===== config.mk =====
export PLATFORM = sky130hd
export DESIGN_NAME = cmdlist_engine
export DESIGN_NICKNAME = d
export VERILOG_FILES = /design/src/rtl/cls_pkg.sv /design/src/rtl/cls_hdr_decode.sv /design/src/rtl/cls_cursor.sv /design/src/rtl/cls_jump_regs.sv /design/src/rtl/cmdlist_engine.sv
export SDC_FILE = /design/constraint.sdc
export NUM_CORES = 1
export LEC_CHECK = 0
export CAP_MARGIN = 20
export CORE_AREA = 8 8 146 202
export CTS_CLUSTER_SIZE = 20
export DETAILED_ROUTE_END_ITERATION = 8
export DIE_AREA = 0 0 154 210
export GPL_TIMING_DRIVEN = 0
export MAX_ROUTING_LAYER = met4
export PLACE_DENSITY = 0.76
export SETUP_SLACK_MARGIN = 0.4
export SYNTH_ARGS = -nofsm -noshare
export SYNTH_HDL_FRONTEND = slang
export SYNTH_SLANG_ARGS = --single-unit

===== constraint.sdc =====
create_clock -name clk -period 7.85 [get_ports clk]
set_clock_uncertainty 0.05 [all_clocks]
set_input_delay 1.57 -clock clk [delete_from_list [all_inputs] [get_ports clk]]
set_output_delay 1.57 -clock clk [all_outputs]
set_load 0.02 [all_outputs]

===== src/rtl/cls_pkg.sv =====
package cls_pkg;

  localparam int IDX_W  = 16;
  localparam int DATA_W = 32;
  localparam int LANES  = DATA_W / 8;

  // Register indices whose meaning the block itself depends on
  localparam logic [IDX_W-1:0] REG_SIZE0 = 16'h0238;
  localparam logic [IDX_W-1:0] REG_ADDR0 = 16'h023A;
  localparam logic [IDX_W-1:0] REG_TRIG0 = 16'h023C;
  localparam logic [IDX_W-1:0] REG_TRIG1 = 16'h023D;

  typedef enum logic [2:0] {
    ST_IDLE,
    ST_CHECK,
    ST_ISSUE,
    ST_WAIT,
    ST_WRITE,
    ST_FINISH
  } state_t;

  typedef enum logic [1:0] {
    K_PARAM,
    K_HEADER,
    K_EXTRA
  } kind_t;

  typedef struct packed {
    logic             incr;
    logic [7:0]       extra;
    logic [LANES-1:0] lanes;
    logic [IDX_W-1:0] idx;
  } hdr_t;

  function automatic logic [DATA_W-1:0] lane_mask(input logic [LANES-1:0] lanes);
    logic [DATA_W-1:0] m;
    for (int b = 0; b < LANES; b++) m[8*b +: 8] = {8{lanes[b]}};
    return m;
  endfunction

endpackage


===== src/rtl/cls_hdr_decode.sv =====
module cls_hdr_decode
  import cls_pkg::*;
(
  input  logic [DATA_W-1:0] word_i,
  output hdr_t              hdr_o
);
  logic unused_hdr_bits;

  always_comb begin
    hdr_o.idx   = word_i[15:0];
    hdr_o.lanes = word_i[19:16];
    hdr_o.extra = word_i[27:20];
    hdr_o.incr  = word_i[31];
  end

  assign unused_hdr_bits = ^word_i[30:28];
endmodule


===== src/rtl/cls_cursor.sv =====
module cls_cursor #(
  parameter int ADDR_W = 32,
  parameter int WORD_W = 22
) (
  input  logic              clk,
  input  logic              rst_n,
  input  logic              load_i,
  input  logic [ADDR_W-1:0] load_base_i,
  input  logic [WORD_W-1:0] load_words_i,
  input  logic              step_i,
  output logic [ADDR_W-1:0] addr_o,
  output logic              at_end_o,
  output logic              odd_o
);
  logic [ADDR_W-1:0] base_q, base_d;
  logic [WORD_W-1:0] ptr_q, ptr_d;
  logic [WORD_W-1:0] end_q, end_d;
  logic              en;

  always_comb begin
    base_d = base_q;
    ptr_d  = ptr_q;
    end_d  = end_q;
    en     = load_i | step_i;
    if (load_i) begin
      base_d = load_base_i;
      ptr_d  = '0;
      end_d  = load_words_i;
    end else if (step_i) begin
      ptr_d = ptr_q + WORD_W'(1);
    end
  end

  always_ff @(posedge clk or negedge rst_n) begin
    if (!rst_n) begin
      base_q <= '0;
      ptr_q  <= '0;
      end_q  <= '0;
    end else if (en) begin
      base_q <= base_d;
      ptr_q  <= ptr_d;
      end_q  <= end_d;
    end
  end

  assign addr_o   = base_q + (ADDR_W'(ptr_q) << 2);
  assign at_end_o = (ptr_q >= end_q);
  assign odd_o    = ptr_q[0];
endmodule


===== src/rtl/cls_jump_regs.sv =====
module cls_jump_regs
  import cls_pkg::*;
#(
  parameter int ADDR_W = 32,
  parameter int WORD_W = 22
) (
  input  logic              clk,
  input  logic              rst_n,
  input  logic              fire_i,
  input  logic [IDX_W-1:0]  idx_i,
  input  logic [DATA_W-1:0] data_i,
  input  logic [LANES-1:0]  lanes_i,
  output logic              jump_o,
  output logic [ADDR_W-1:0] jump_base_o,
  output logic [WORD_W-1:0] jump_words_o
);
  localparam int NBUF = 2;

  logic [DATA_W-1:0] size_q [NBUF];
  logic [DATA_W-1:0] addr_q [NBUF];
  logic [DATA_W-1:0] mask;
  logic              sel;
  logic              unused_shadow;

  assign mask = lane_mask(lanes_i);

  for (genvar n = 0; n < NBUF; n++) begin : g_buf
    logic size_en, addr_en;
    assign size_en = fire_i && (idx_i == REG_SIZE0 + IDX_W'(n));
    assign addr_en = fire_i && (idx_i == REG_ADDR0 + IDX_W'(n));

    always_ff @(posedge clk or negedge rst_n) begin
      if (!rst_n) size_q[n] <= '0;
      else if (size_en) size_q[n] <= (size_q[n] & ~mask) | (data_i & mask);
    end

    always_ff @(posedge clk or negedge rst_n) begin
      if (!rst_n) addr_q[n] <= '0;
      else if (addr_en) addr_q[n] <= (addr_q[n] & ~mask) | (data_i & mask);
    end
  end

  assign sel          = (idx_i == REG_TRIG1);
  assign jump_o       = fire_i && ((idx_i == REG_TRIG0) || (idx_i == REG_TRIG1)) && (data_i != '0);
  assign jump_base_o  = ADDR_W'({addr_q[sel][27:0], 3'b000});
  assign jump_words_o = WORD_W'({size_q[sel][19:0], 1'b0});

  assign unused_shadow = ^{addr_q[0][31:28], addr_q[1][31:28], size_q[0][31:20], size_q[1][31:20]};
endmodule


===== src/rtl/cmdlist_engine.sv =====
module cmdlist_engine
  import cls_pkg::*;
#(
  parameter int ADDR_W = 32,
  parameter int SIZE_W = 24,
  parameter int WORD_W = 22
) (
  input  logic              clk,
  input  logic              rst_n,
  input  logic              start_i,
  input  logic [ADDR_W-1:0] start_addr_i,
  input  logic [SIZE_W-1:0] start_size_i,
  output logic              mem_req_valid_o,
  input  logic              mem_req_ready_i,
  output logic [ADDR_W-1:0] mem_req_addr_o,
  input  logic              mem_rsp_valid_i,
  input  logic [31:0]       mem_rsp_data_i,
  output logic              wr_valid_o,
  input  logic              wr_ready_i,
  output logic [15:0]       wr_index_o,
  output logic [31:0]       wr_data_o,
  output logic [3:0]        wr_be_o,
  output logic              busy_o,
  output logic              done_o,
  output logic              err_o
);
  // Reset: asserted asynchronously, released on a clock edge
  logic [1:0] rst_sync_q;
  logic       rst_int_n;

  always_ff @(posedge clk or negedge rst_n) begin
    if (!rst_n) rst_sync_q <= 2'b00;
    else        rst_sync_q <= {rst_sync_q[0], 1'b1};
  end
  assign rst_int_n = rst_sync_q[1];

  state_t            state_q, state_d;
  kind_t             kind_q, kind_d;
  hdr_t              hdr_q, hdr_d, hdr_dec;
  logic [DATA_W-1:0] param_q, param_d;
  logic              err_q, err_d;
  logic              ctx_en;

  logic              cur_load, cur_step, cur_end, cur_odd;
  logic [ADDR_W-1:0] cur_base, cur_addr;
  logic [WORD_W-1:0] cur_words;
  logic              wr_fire, jump;
  logic [ADDR_W-1:0] jump_base;
  logic [WORD_W-1:0] jump_words;

  cls_hdr_decode u_dec (
    .word_i (mem_rsp_data_i),
    .hdr_o  (hdr_dec)
  );

  cls_cursor #(.ADDR_W(ADDR_W), .WORD_W(WORD_W)) u_cur (
    .clk          (clk),
    .rst_n        (rst_int_n),
    .load_i       (cur_load),
    .load_base_i  (cur_base),
    .load_words_i (cur_words),
    .step_i       (cur_step),
    .addr_o       (cur_addr),
    .at_end_o     (cur_end),
    .odd_o        (cur_odd)
  );

  cls_jump_regs #(.ADDR_W(ADDR_W), .WORD_W(WORD_W)) u_jmp (
    .clk          (clk),
    .rst_n        (rst_int_n),
    .fire_i       (wr_fire),
    .idx_i        (hdr_q.idx),
    .data_i       (param_q),
    .lanes_i      (hdr_q.lanes),
    .jump_o       (jump),
    .jump_base_o  (jump_base),
    .jump_words_o (jump_words)
  );

  assign wr_fire = wr_valid_o && wr_ready_i;

  always_comb begin
    state_d         = state_q;
    kind_d          = kind_q;
    hdr_d           = hdr_q;
    param_d         = param_q;
    err_d           = err_q;
    cur_load        = 1'b0;
    cur_step        = 1'b0;
    cur_base        = jump_base;
    cur_words       = jump_words;
    mem_req_valid_o = 1'b0;
    wr_valid_o      = 1'b0;
    unique case (state_q)
      ST_IDLE: begin
        if (start_i) begin
          cur_load  = 1'b1;
          cur_base  = start_addr_i;
          cur_words = WORD_W'(start_size_i >> 2);
          err_d     = 1'b0;
          state_d   = ST_CHECK;
        end
      end
      ST_CHECK: begin
        if (cur_end) begin
          state_d = ST_FINISH;
        end else if (cur_odd) begin
          cur_step = 1'b1;
        end else begin
          kind_d  = K_PARAM;
          state_d = ST_ISSUE;
        end
      end
      ST_ISSUE: begin
        if (kind_q != K_PARAM && cur_end) begin
          err_d   = 1'b1;
          state_d = ST_FINISH;
        end else begin
          mem_req_valid_o = 1'b1;
          if (mem_req_ready_i) state_d = ST_WAIT;
        end
      end
      ST_WAIT: begin
        if (mem_rsp_valid_i) begin
          cur_step = 1'b1;
          unique case (kind_q)
            K_PARAM: begin
              param_d = mem_rsp_data_i;
              kind_d  = K_HEADER;
              state_d = ST_ISSUE;
            end
            K_HEADER: begin
              hdr_d   = hdr_dec;
              state_d = ST_WRITE;
            end
            default: begin
              param_d = mem_rsp_data_i;
              state_d = ST_WRITE;
            end
          endcase
        end
      end
      ST_WRITE: begin
        wr_valid_o = 1'b1;
        if (wr_ready_i) begin
          if (jump) begin
            cur_load = 1'b1;
            state_d  = ST_CHECK;
          end else if (hdr_q.extra == 8'd0) begin
            state_d = ST_CHECK;
          end else begin
            hdr_d.extra = hdr_q.extra - 8'd1;
            hdr_d.idx   = hdr_q.idx + IDX_W'(hdr_q.incr);
            kind_d      = K_EXTRA;
            state_d     = ST_ISSUE;
          end
        end
      end
      default: state_d = ST_IDLE;
    endcase
  end

  assign ctx_en = (state_q != ST_IDLE) || start_i;

  always_ff @(posedge clk or negedge rst_int_n) begin
    if (!rst_int_n) begin
      state_q <= ST_IDLE;
      err_q   <= 1'b0;
    end else begin
      state_q <= state_d;
      if (ctx_en) err_q <= err_d;
    end
  end

  always_ff @(posedge clk or negedge rst_int_n) begin
    if (!rst_int_n) begin
      kind_q  <= K_PARAM;
      hdr_q   <= '0;
      param_q <= '0;
    end else if (ctx_en) begin
      kind_q  <= kind_d;
      hdr_q   <= hdr_d;
      param_q <= param_d;
    end
  end

  assign mem_req_addr_o = cur_addr;
  assign wr_index_o     = hdr_q.idx;
  assign wr_data_o      = param_q;
  assign wr_be_o        = hdr_q.lanes;
  assign busy_o         = (state_q != ST_IDLE);
  assign done_o         = (state_q == ST_FINISH);
  assign err_o          = err_q;
endmodule


### Yosys cells after proc, flatten, opt, wreduce, memory -nomap -nowiden

Cells that the tools add are included.
W data, S select, Z words.

* output and inout bits: 89
* logic and storage cells: 142
* input bits: 94
* register bits: 273

* magnitude comparators: 2
* eq/ne operators: 24
* bitwise operators: 13
* multiplexer cells: 55
* reductions and logical operators: 28
* add/subtract/negate cells: 4

Operators by type and width (count)
* $and A32 B32 Y32: 5
* $mux W28: 5
* $or A32 B32 Y32: 4
* $eq A16 B10 Y1 const B: 6
* $mux W22: 4
* $mux W32: 2
* $mux W20: 3
* $mux W16: 3
* $add A32 B24 Y32: 1
* $not A32 Y32: 1
* $pmux W16 S2: 1
* $reduce_bool A32 Y1: 1
* $mux W3: 9
* $mux W8: 3
* $add A22 B1 Y22 const B: 1
* $ge A22 B22 Y1: 1
* $add A16 B1 Y16: 1
* $mux W2: 8
* $ne A2 B2 Y1 const B: 8
* $pmux W8 S2: 1
* $pmux W3 S5: 1
* $reduce_and A4 Y1: 3
* $mux W1: 11
* $reduce_and A9 Y1: 1
* other kinds (23): 42

### Logic depth before layout (Yosys ltp)

* depth in word-level cells: 10
* mapped depth: 10
* depth with buffers taken out: 10

### By module

A second synthesis with hierarchy kept.

* cells, all modules: 1258
* area, all modules: 14000.9 sq um

By module, submodules not included
* cls_cursor: times used 1, area an instance 4847.1 sq um, cells each 510
* cmdlist_engine: times used 1, area an instance 4470.5 sq um, cells each 419
* cls_jump_regs: times used 1, area an instance 4465.5 sq um, cells each 300
* cls_hdr_decode: times used 1, area an instance 217.7 sq um, cells each 29

### Least setup slack after synthesis

Ideal clock, no wire load.

* kind: flip-flop to output port
* from: reg u_cur.ptr_q[16]
* to: out mem_req_addr_o[29]
* stages on the path, launching flop included: 10
* data arrival time: 2552 ps
* slack: 3678 ps
* data required time: 6230 ps
* cells stage by stage: dfrtp_1 -> ha_1 -> clkbuf_1 -> a21oi_1 -> o21ai_0 -> a2111oi_0 -> a211oi_1 -> o31ai_1 -> nor3_1 -> xor2_1

* word-level cells in the longest chain between the ends: 1

Ends and longest elaborated chain
* start: declaration: RTL line cls_cursor.sv:16 `logic [WORD_W-1:0] ptr_q, ptr_d;`
* start signal: assignment: RTL line cls_cursor.sv:41 `ptr_q <= ptr_d;`
* $add A32 B24 Y32: RTL line cls_cursor.sv:46 `assign addr_o = base_q + (ADDR_W'(ptr_q) << 2);`
* end: declaration: RTL line cmdlist_engine.sv:15 `output logic [ADDR_W-1:0] mem_req_addr_o,`

No other way between the ends.

### Worst setup path after layout

Same ends and word-level chain as after synthesis.

==> metrics.log <==
INFO  metric synth_top_flop_cell = dfrtp_1
INFO  metric timing.final.max_slew_violations = 0
INFO  metric sequential_area_share_after_synthesis = 0.4633
INFO  metric critical_path.slowest_cell = a211oi_1
INFO  metric post_synth_num_cell_types = 66
INFO  metric grt_antenna_before_repair = 1
INFO  metric max_cap_viol_count = 0
INFO  metric worstPathMaxFanout = 8
INFO  metric outcome = finished clean
INFO  metric overflow = 0
INFO  metric cts_tree = yes
INFO  metric crit_path_largest_cell_delay = 0.68 ns
INFO  metric pwr_density_cell = 320.1 mW/mm2
INFO  metric reg2reg_depth = 8
INFO  metric grt_first_pass_wirelength = 60.11 mm
INFO  metric tritoncts.num_buffers = 22
INFO  metric final_period_utilization = 0.7717
INFO  metric hp-class = flip-flop to asynchronous set/reset pin
INFO  metric insertion_delay = 0.51 ns
INFO  metric pwr-share-comb = 0.413
INFO  metric die_height = 210 um
INFO  metric vias_per_cell = 5.868
INFO  metric worst_r2r_startpoint = u_cur.ptr_q[14]
INFO  metric place_area = ~0.015 mm2
INFO  metric leakagePower = 7.453 nW
INFO  metric critical_path_buf_inv_count = 2
INFO  metric ir_worst_vdd = 0.2206 mV
INFO  metric critical_path.reg2reg.endpoint = u_cur.ptr_q[10]
INFO  metric nNetsFinal = 1,662
INFO  metric via_count = 10,930
INFO  metric ctsRootBufferMaster = clkbuf_16
INFO  metric drive_above_1_share = 0.1402
INFO  metric timing.critical_path.to_type = output port
INFO  metric cts.path.max_buffers = 3
INFO  metric post-synth-top-area-fraction = 0.4633
INFO  metric hpwlAfterDp = 29.82 mm
INFO  metric areaGrowthSynthToFinish = 23.32%
INFO  metric grt_util_all_layers = 0.2399
INFO  metric cts.repair_timing.setup_buffer_count = 0
INFO  metric ys_top_cells_by_count = dfrtp_1, a21oi_1, mux2_2
INFO  metric post_synth.cell_area_avg = around 10 um2
INFO  metric cts-resized-gates = 0
INFO  metric totalNegativeSetupSlack = 0 ns
INFO  metric clockPowerShare = 0.215
INFO  metric placementRows = 71
INFO  metric path_cells = ha_1 -> clkbuf_1 -> a21oi_1 -> o21ai_0 -> a2111oi_0 -> a211oi_1 -> o31ai_1 -> nor3_1 -> xor2_1 -> clkdlybuf4s50_1
INFO  metric cell_with_the_most_instances_after_synthesis = dfrtp_1
INFO  metric async_flop_share = 1.000
INFO  metric period_minus_slack = 6.057 ns
INFO  metric finalHoldViolations = 0
INFO  metric post-route-drc-count = 0
INFO  metric power.sequential.fraction = 0.373
INFO  metric r2r_slack = 4.62 ns
INFO  metric timing.final.ws_setup = 1.793 ns
INFO  metric timing.max_slew.rel_slack = 0.3326
INFO  metric cell_internal_pwr = approximately 3.2 mW
INFO  metric design_area = 0.01605 mm2
INFO  metric place.gp.congestion = 0.9561
INFO  metric power_switching = a little under 2 mW
INFO  metric initial_utilization = 0.4900
INFO  metric dieWidth = between 150 and 200 um
INFO  metric p_sw_frac = 0.3851
INFO  metric cp_data_required_time = 6.23 ns
INFO  metric first_iteration_detailed_routing_drc_count = 743
INFO  metric pin_count_of_the_biggest_net_entering_global_routing = 72
INFO  metric avgRoutedWirePerCell = 20.61 um
INFO  metric synth_warnings = 0
INFO  metric io-pin-count = 183
INFO  metric dpl_worst_slack = ~2.3 ns
INFO  metric drt.antenna.violating_nets = 0
INFO  metric cts.sinks = 241
INFO  metric die_area = 0.03234 mm2
INFO  metric floorplan.core_area = 0.02656 mm2
INFO  metric crit_arrival = 4.44 ns
INFO  metric setup_cp_type = flip-flop to output port
INFO  metric grt_pass1_vias = 11,400
INFO  metric placement.io_buffers = 180
INFO  metric routed_wl = 38.39 mm
INFO  metric syn_area = between 0.01 and 0.015 mm2
INFO  metric yosys-top-cells-area = dfrtp_1, mux2_2, a21oi_1
INFO  metric count_of_flip_flops_with_a_built_in_enable_after_synthesis = 0
INFO  metric setup-violations-final = 0
INFO  metric type_of_element_launching_the_critical_path = flip-flop
INFO  metric post-synth-top-area-cell = dfrtp_1
INFO  metric synthCells = ~1,300
INFO  metric drt_pass1_iterations = 5
INFO  metric number_of_nets_produced_by_synthesis = 1,455
INFO  metric worstMarginPinSlew = 1.001 ns
INFO  metric unrepaired_setup_endpoints_after_global_routing = no
INFO  metric clkSlewWorstSetupHoldPaths = 0.07 ns
INFO  metric synth_register_bits = 241
INFO  metric max_freq = 165.1 MHz
INFO  metric hold_buffers = 0
INFO  metric htreeDepth = 1
INFO  metric cpLargestDelayFamily = compound AO/OA/AOI/OAI gates
-- cell type report --
class / instances / area (um2)
Fill cell: 2195 / 10510
Antenna cell: 1 / 2.502
Inverter: 49 / 183.9
Buffer: 77 / 386.6
Multi-Input combinational cell: 944 / 6415
Timing Repair Buffer: 183 / 1884
Tap cell: 328 / 410.4
Clock inverter: 5 / 77.57
Sequential cell: 241 / 6035
Clock buffer: 34 / 656.9
-- metal layers --
layer  GRT usage  part of all wire  vias to the layer above  wire, um
met5           -                 0                        -         0
met4      0.1189             0.049                        0      1888
met3     0.02582             0.049                      121      1900
met2      0.4333              0.53                      440     20340
met1      0.2577              0.37                     5297     14250
li1            -                 -                     5068         -
-- cells in the final DEF (no fill, tap or decap), types with 6 or more instances in the layout --
master           synthesis  final
inv_1                   49     49
a21oi_1                139    139
nand2b_1                 7      7
mux2i_1                 54     54
buf_2                    6      6
xnor2_1                 19     19
o211ai_1                 8      8
dfrtp_1                241    240
and3_1                  13     13
mux2_2                 135    135
nor2_1                 101    101
xor2_1                   7      7
nor3_1                  13     13
or3_1                   13     13
clkbuf_16                0     23
nor4_1                  12     12
nand3_1                 25     25
nand2_1                131    131
buf_4                   24     24
nand4_1                  9      9
buf_1                    6      6
a211oi_1                10     10
a21o_1                  10     10
ha_1                    49     49
o21ai_0                110    110
clkbuf_1                41     48
a31oi_1                 10     10
clkdlybuf4s50_1          0    180
-- kinds of logic after synthesis --
kind of cell	share of synthesized area
flops	0.4633
other cells	0.0002881
mux	0.1592
xor+xnor	0.01750
compound gates	0.1411
fa+ha+maj	0.04864
buf+inv	0.04383
simple gates	0.1261
-- how the worst max path moves through the flow --
stage	startpoint	depth (start not counted)	slack [ns]	to
after global placement	rst_sync_q[1]	0	-1.94	u_cur.base_q[31]
after floorplan	rst_sync_q[1]	0	0.59	asynchronous set/reset pin
after global routing	u_cur.ptr_q[16]	10	1.71	mem_req_addr_o[29]
after CTS	u_cur.ptr_q[16]	10	1.79	mem_req_addr_o[29]
after detailed placement	u_cur.ptr_q[16]	10	2.34	mem_req_addr_o[29]
final	u_cur.ptr_q[16]	10	1.79	mem_req_addr_o[29]
-- through the flow --
step                total power [mW]  hold slack, ns  cells  utilization
floorplan                      3.099          0.2812   1311            -
detailed placement             4.036          0.2411   1822       0.5766
global route                   5.422          0.2651   1862       0.6043
CTS                            5.150          0.2428   1861       0.6042
finish                         5.138          0.2244   1862       0.6043
global placement               3.970          0.2862   1819       0.5733
-- power by group through the flow --
stage                     Combinational (mW)  Clock (mW)  Sequential (mW)
final                                   2.12        1.10             1.91
after global routing                    2.30        1.17             1.96
after CTS                               2.13        1.12             1.91
after detailed placement                2.11           0             1.93
after global placement                  2.04           0             1.93
after floorplan                         1.20           0             1.90
(Power assumes the default switching activity.)
